## config.mk

```make
export PLATFORM = sky130hd
export DESIGN_NAME = irq_dist_regs
export DESIGN_NICKNAME = d
export VERILOG_FILES = /design/src/rtl/irq_dist_regs.sv
export SDC_FILE = /design/constraint.sdc
export NUM_CORES = 2
export LEC_CHECK = 0
export BUFFER_PORTS_ARGS = -buffer_cell sky130_fd_sc_hd__buf_4
export CAP_MARGIN = 20
export CORE_AREA = 2 2 528 530
export CTS_BUF_LIST = sky130_fd_sc_hd__clkbuf_8
export DETAILED_ROUTE_END_ITERATION = 6
export DIE_AREA = 0 0 530 532
export PLACE_DENSITY = 0.44
export SETUP_SLACK_MARGIN = 0.05
export SYNTH_ARGS = -nofsm -noshare
export SYNTH_HDL_FRONTEND = slang
export SYNTH_SLANG_ARGS = --single-unit
```

## constraint.sdc

```tcl
create_clock -name clk -period 14.85 [get_ports clk]
set_clock_uncertainty 0.05 [all_clocks]
set_input_delay 4.455 -clock clk [delete_from_list [all_inputs] [get_ports clk]]
set_output_delay 4.455 -clock clk [all_outputs]
set_load 0.02 [all_outputs]
```

## src/rtl/irq_dist_regs.sv

```systemverilog
module irq_dist_regs #(
  parameter int NLINES = 64,
  parameter int PERCPU = 32
) (
  input  logic                clk,
  input  logic                rst_n,
  input  logic                bus_we,
  input  logic [11:0]         bus_addr,
  input  logic [3:0]          bus_be,
  input  logic [31:0]         bus_wdata,
  output logic [31:0]         bus_rdata,
  input  logic [NLINES-1:0]   irq_in,
  output logic                grp0_fwd_o,
  output logic                grp1_fwd_o,
  output logic [NLINES-1:0]   en_o,
  output logic [NLINES-1:0]   pend_o,
  output logic [NLINES-1:0]   grp_o,
  output logic [8*NLINES-1:0] prio_o,
  output logic [8*NLINES-1:0] tgt_o
);
  localparam int WORDS = (NLINES + 31) / 32;
  localparam int VW    = WORDS * 32;
  localparam int BW    = ((NLINES + 3) / 4) * 32;
  localparam logic [VW-1:0] IMPL   = {VW{1'b1}} >> (VW - NLINES);
  localparam logic [VW-1:0] SHARED = IMPL & ({VW{1'b1}} << PERCPU);

  logic [VW-1:0]     en_q, pend_q, grp_q;
  logic [BW-1:0]     prio_q, tgt_q;
  logic [1:0]        ctl_q;
  logic [NLINES-1:0] irq_prev;

  wire [4:0]  region = bus_addr[11:7];
  wire [4:0]  vword  = bus_addr[6:2];
  wire [7:0]  bword  = bus_addr[9:2];
  wire [1:0]  zone   = bus_addr[11:10];
  wire [9:0]  vsh    = {vword, 5'd0};
  wire [12:0] bsh    = {bword, 5'd0};

  wire [31:0] lane_m = {{8{bus_be[3]}}, {8{bus_be[2]}}, {8{bus_be[1]}}, {8{bus_be[0]}}};
  wire [VW-1:0] wvec = VW'(bus_wdata & lane_m) << vsh;
  wire [VW-1:0] mvec = VW'(lane_m) << vsh;

  wire hit_grp = bus_we && region == 5'd1;
  wire hit_sen = bus_we && region == 5'd2;
  wire hit_cen = bus_we && region == 5'd3;
  wire hit_spd = bus_we && region == 5'd4;
  wire hit_cpd = bus_we && region == 5'd5;
  wire hit_ctl = bus_we && bus_addr[11:2] == 10'd0 && bus_be[0];
  wire hit_pri = bus_we && zone == 2'b01;
  wire hit_tgt = bus_we && zone == 2'b10;

  wire [VW-1:0] rise = VW'(irq_in & ~irq_prev) & SHARED;

  wire [VW-1:0] en_d   = (en_q | (hit_sen ? wvec : '0)) & ~(hit_cen ? wvec : '0) & IMPL;
  wire [VW-1:0] pend_d = (((pend_q | (hit_spd ? wvec : '0)) & ~(hit_cpd ? wvec : '0)) | rise) & IMPL;
  wire [VW-1:0] grp_d  = ((grp_q & ~(hit_grp ? mvec : '0)) | (hit_grp ? wvec : '0)) & IMPL;

  always_ff @(posedge clk or negedge rst_n) begin
    if (!rst_n) begin
      en_q     <= '0;
      pend_q   <= '0;
      grp_q    <= '0;
      ctl_q    <= '0;
      irq_prev <= '0;
      prio_q   <= '0;
      tgt_q    <= '0;
    end else begin
      en_q     <= en_d;
      pend_q   <= pend_d;
      grp_q    <= grp_d;
      irq_prev <= irq_in;
      if (hit_ctl) ctl_q <= bus_wdata[1:0];
      for (int i = 0; i < NLINES; i++) begin
        if (bword == 8'(i / 4) && bus_be[i % 4]) begin
          if (hit_pri) prio_q[8*i +: 8] <= bus_wdata[8*(i % 4) +: 8];
          if (hit_tgt) tgt_q[8*i +: 8]  <= bus_wdata[8*(i % 4) +: 8];
        end
      end
    end
  end

  wire [VW-1:0] en_rd   = en_q >> vsh;
  wire [VW-1:0] pend_rd = pend_q >> vsh;
  wire [VW-1:0] grp_rd  = grp_q >> vsh;
  wire [BW-1:0] prio_rd = prio_q >> bsh;
  wire [BW-1:0] tgt_rd  = tgt_q >> bsh;

  always_comb begin
    bus_rdata = '0;
    if (zone == 2'b01)      bus_rdata = prio_rd[31:0];
    else if (zone == 2'b10) bus_rdata = tgt_rd[31:0];
    else begin
      case (region)
        5'd0: begin
          if (vword == 5'd0)      bus_rdata = {30'd0, ctl_q};
          else if (vword == 5'd1) bus_rdata = {27'd0, 5'(WORDS - 1)};
        end
        5'd1:       bus_rdata = grp_rd[31:0];
        5'd2, 5'd3: bus_rdata = en_rd[31:0];
        5'd4, 5'd5: bus_rdata = pend_rd[31:0];
        default:    bus_rdata = '0;
      endcase
    end
  end

  assign grp0_fwd_o = ctl_q[0];
  assign grp1_fwd_o = ctl_q[1];
  assign en_o   = en_q[NLINES-1:0];
  assign pend_o = pend_q[NLINES-1:0];
  assign grp_o  = grp_q[NLINES-1:0];
  assign prio_o = prio_q[8*NLINES-1:0];
  assign tgt_o  = tgt_q[8*NLINES-1:0];

  assert_set_en_R1: assert property (@(posedge clk) disable iff (!rst_n)
    (bus_we && bus_addr == 12'h100 && bus_be[0] && bus_wdata[0]) |=> en_o[0]);
  assert_clr_en_R2: assert property (@(posedge clk) disable iff (!rst_n)
    (bus_we && bus_addr == 12'h180 && bus_be[0] && bus_wdata[0]) |=> !en_o[0]);
  assert_edge_pend_R5: assert property (@(posedge clk) disable iff (!rst_n)
    $rose(irq_in[NLINES-1]) |=> pend_o[NLINES-1]);
  assert_percpu_pend_R5: assert property (@(posedge clk) disable iff (!rst_n)
    !bus_we |=> $stable(pend_o[0]));
  assert_ctl_hold_R8: assert property (@(posedge clk) disable iff (!rst_n)
    !(bus_we && bus_addr[11:2] == 10'd0) |=> $stable({grp1_fwd_o, grp0_fwd_o}));
  assert_prio_hold_R9: assert property (@(posedge clk) disable iff (!rst_n)
    !(bus_we && bus_addr[11:10] == 2'b01) |=> $stable(prio_o));
endmodule

```

==> results.txt <==
The fraction of final layout cells sized beyond drive strength 1 is 59.2%. STA classifies the critical path endpoint as an output pin. The critical-path cell with the highest stage delay was sky130_fd_sc_hd__nor2_4. For the worst path arrival time, the log shows 7.73 ns. The initial antenna violation count was 26.

The kind of launch point of the worst setup path was an input pin. The tools report the final count of pins violating max slew as 0. The y dimension of the die is 532 µm. Dividing total power by cell area gives a power density of 97.2 nW/µm². The synthesized design contains 1250 register bits. At the end of routability-driven placement, the weighted congestion stood at 0.842. The run gives 22.8% as the overall track demand over capacity in global routing. The H-tree depth reported by CTS was 4.

Along the worst path, the maximum fanout reaches 24. The pin count of the biggest net entering global routing is 162, and the total of cells resized after clock tree synthesis is 0. After clock tree synthesis, the clock-pin slew on the worst setup and hold paths is 0.06 ns. Worst hold path class: reg2reg.

For this block, the routed nets add up to 331 mm of wire. Headroom to the max-slew limit came out at 20.0%. Yosys printed 0 warnings.

Setup total negative slack on the finished layout was measured at 0 ns. The number of hold-slack violations in the final timing report is 0. In this run the tool buffered the top-level ports with 1330 buffer cells. Among all flip-flop cells after synthesis, the most frequent one is sky130_fd_sc_hd__dfrtp_1.

Post-CTS timing repair inserted 0 buffers for setup. The starting density of the core came out at 21.0%. Synthesis produced a netlist whose cell count is 4016. The final critical-path required period works out to 12.24 ns. Grouping stages by cell kind, the critical path spends the most delay in simple AND/OR/NAND/NOR gates. The smallest setup slack after layout was 2.61 ns; the post-synthesis average cell area was 14.4 µm². Counting flops with a built-in enable in the synthesized netlist gives 0. The run gives 2726 as the number of DRC markers in iteration 0. The total core area is 276000 µm². The run finished with clean final reports.

Synthesis instantiated 61 different standard cells from the library. Dividing the detail-routed wire length by the instance count gives 35.8 µm. Summing every instance area after synthesis gives 57800 µm². Before antenna repair, the detailed router went through 5 iterations. The net count of the finished layout is 5463. The detail route stage leaves a number of antenna-violating nets equal to 0. The worst setup path is of the in2out kind.

The total nets after synthesis was 4131; the number of fillers in the final layout was 28691. The logs give 81.7 MHz for the maximum clock frequency and 0 for the total congestion overflow. The floorplan has 193 rows. At the later pin of the worst-skew pair, clock insertion delay measures 1.00 ns.

The critical path data required time was 10.35 ns; the final cycle utilization of the critical path was 82.4%. Before CTS, the worst setup slack after placement is 2.38 ns. On the final layout, the worst hold slack is 0.354 ns. For the pin with the worst max-slew slack, the measured transition is 1.20 ns.

The first global-routing pass estimated 439 mm of wire. The critical path contains buffers and inverters numbering 2 combined. The run gives 0 as the total of max-cap violations.

The proportion of synthesized chip area in sequential cells is 54.1%, and the biggest cell delay along the critical path is 0.80 ns. Walking the worst path, the cells encountered are buf_4 > or3_1 > nand3_1 > nor2_4 > a32oi_1 > nand2_1 > buf_4. The worst-case IR drop observed on VDD is 61.3 µV. The total number of vias is 43872. In this run the clock root is driven by a sky130_fd_sc_hd__clkbuf_8. The run gives 4 as the maximum count of clock buffers along a single path.

The total of hold buffers inserted after clock tree synthesis is 0. Summed over all nets, the half-perimeter wirelength after detailed placement is 244 mm. The setup-violating endpoint count in the final report was 0. The die outline area was 282000 µm². Setup repair after global routing left no endpoint under its margin. Counting the buffers created by CTS gives 237. 1365 I/O pins were placed. In the routed layout, each cell is associated on average with a via count of 4.75. Number of global-route vias before repair: 45255.

The clock net in this run drives a total of 1250 sinks. The leakage power was 37.7 nW; the share of flip-flops with an asynchronous set or reset was 100%. TritonCTS built the clock tree. The area growth from synthesis to layout was 33.0%.

The remaining routing DRC violations is 0, and the horizontal extent of the die is 530 µm. By instance count, the cell type seen most on the critical path is sky130_fd_sc_hd__buf_4.
==> synthesized netlist by cell type, types with 16 or more instances <==
cell                       count  share of area, %
sky130_fd_sc_hd__mux2i_1      59               1.0
sky130_fd_sc_hd__mux2_2     1094                21
sky130_fd_sc_hd__nor2_2       45              0.49
sky130_fd_sc_hd__nor2_1       60              0.39
sky130_fd_sc_hd__o211ai_1     36              0.47
sky130_fd_sc_hd__clkbuf_1    224               1.5
sky130_fd_sc_hd__a31oi_1      36              0.39
sky130_fd_sc_hd__a21oi_1     114              0.99
sky130_fd_sc_hd__o21ai_0      57              0.49
sky130_fd_sc_hd__buf_2        56              0.49
sky130_fd_sc_hd__inv_1        67              0.44
sky130_fd_sc_hd__mux4_2      279                11
sky130_fd_sc_hd__a22oi_1      27              0.35
sky130_fd_sc_hd__mux2_1       19              0.37
sky130_fd_sc_hd__nand2_2      20              0.22
sky130_fd_sc_hd__a221oi_1     30              0.45
sky130_fd_sc_hd__o22ai_1      34              0.37
sky130_fd_sc_hd__and3_1       16              0.17
sky130_fd_sc_hd__nand3_1      69              0.60
sky130_fd_sc_hd__dfrtp_1    1250                54
sky130_fd_sc_hd__buf_1        26              0.17
sky130_fd_sc_hd__nand2_1     211               1.4
sky130_fd_sc_hd__nor2_4       60               1.2
sky130_fd_sc_hd__o31ai_1      33              0.43
==> where the power goes <==
part | leakage (nW) | switching (W) | internal [W]
sequential | 17.0 | 0.0000285 | 0.00344
clock | 2.75 | 0.00165 | 0.00185
combinational | 17.9 | 0.000364 | 0.000138
total | 37.7 | 0.00204 | 0.00543
==> final timing paths <==
kind	from	end	slack [ns]	cells past startpoint
max in group asynchronous	rst_n	tgt_o[163]	8.92	3
setup / recovery	bus_addr[7]	bus_rdata[4]	2.61	7
hold / removal	irq_prev[37]	pend_o[37]	0.35	1
hold reg to reg	irq_prev[37]	pend_o[37]	0.35	1
setup reg to reg	prio_o[112]	prio_o[112]	13.83	1
min in group asynchronous	rst_n	prio_o[494]	3.46	1
==> sequential cells by signal (all words and copies together) (netlist names) <==
name / cells
irq_prev: 32
tgt_o: 512
ctl_q: 2
en_o: 64
grp_o: 64
prio_o: 512
pend_o: 64
==> per-stage QoR <==
stage	cell area, µm²	util, %	total power (W)	instances
after CTS	76800	27.8	0.00757	9228
after global routing	76900	27.9	0.00774	9238
after detailed placement	72000	26.1	0.00404	8812
after global placement	71900	26.1	0.00404	8808
final	76900	27.9	0.00747	9244
after floorplan	57800	-	0.00374	4016
==> placed cells by master (no fill, tap or decap), types with 6 or more instances in the layout <==
cell type / n
sky130_fd_sc_hd__nand2b_1: 6
sky130_fd_sc_hd__a21oi_1: 114
sky130_fd_sc_hd__and3_1: 14
sky130_fd_sc_hd__a31oi_1: 36
sky130_fd_sc_hd__buf_4: 1379
sky130_fd_sc_hd__mux2i_1: 59
sky130_fd_sc_hd__mux2_2: 1094
sky130_fd_sc_hd__clkinv_2: 25
sky130_fd_sc_hd__nor2_1: 56
sky130_fd_sc_hd__a221oi_1: 30
sky130_fd_sc_hd__nor2_4: 64
sky130_fd_sc_hd__o22ai_1: 34
sky130_fd_sc_hd__mux4_2: 279
sky130_fd_sc_hd__diode_2: 14
sky130_fd_sc_hd__o21ai_0: 57
sky130_fd_sc_hd__buf_12: 15
sky130_fd_sc_hd__nor2_2: 45
sky130_fd_sc_hd__nand2_2: 20
sky130_fd_sc_hd__o211ai_1: 36
sky130_fd_sc_hd__o31ai_1: 33
sky130_fd_sc_hd__nand2_4: 9
sky130_fd_sc_hd__nand3_1: 69
sky130_fd_sc_hd__nand2_1: 211
sky130_fd_sc_hd__a211oi_1: 9
sky130_fd_sc_hd__dfrtp_1: 1250
sky130_fd_sc_hd__clkbuf_8: 296
sky130_fd_sc_hd__a22oi_1: 27
sky130_fd_sc_hd__and2_1: 6
sky130_fd_sc_hd__inv_1: 144
sky130_fd_sc_hd__mux2_1: 19
==> logic make-up (layout without fill, tap and decap cells) <==
logic type	count (synthesis)	after routing	synth area share, %
muxes	1451	1451	33.6
DFF	1250	1250	54.1
and+or+nand+nor	533	533	5.18
AOI/OAI and AO/OA	404	404	4.49
buffers and inverters	378	1887	2.61
other	0	14	0
==> layer usage <==
layer / part of all wire, % / wire length (µm) / vias to the layer above / global-route usage, %
met2: 47 / 156000 / 1896 / 37.0
met3: 8.9 / 29300 / 397 / 7.58
met5: 0.0042 / 14 / - / 0
met4: 3.5 / 11500 / 2 / 7.53
li1: - / - / 17651 / -
met1: 40 / 134000 / 23926 / 28.1
==> area by class of cell <==
cell class	count	area [µm²]	share of cell area, %
Multi-Input combinational cell	2388	25100	32.6
Antenna cell	14	35.0	0.0456
Clock buffer	295	4060	5.28
Inverter	68	255	0.332
Tap cell	3705	4640	6.03
Timing Repair Buffer	1403	10800	14.1
Sequential cell	1250	31300	40.7
Clock inverter	121	696	0.905
Note: power is estimated with default switching activity, not from simulation.
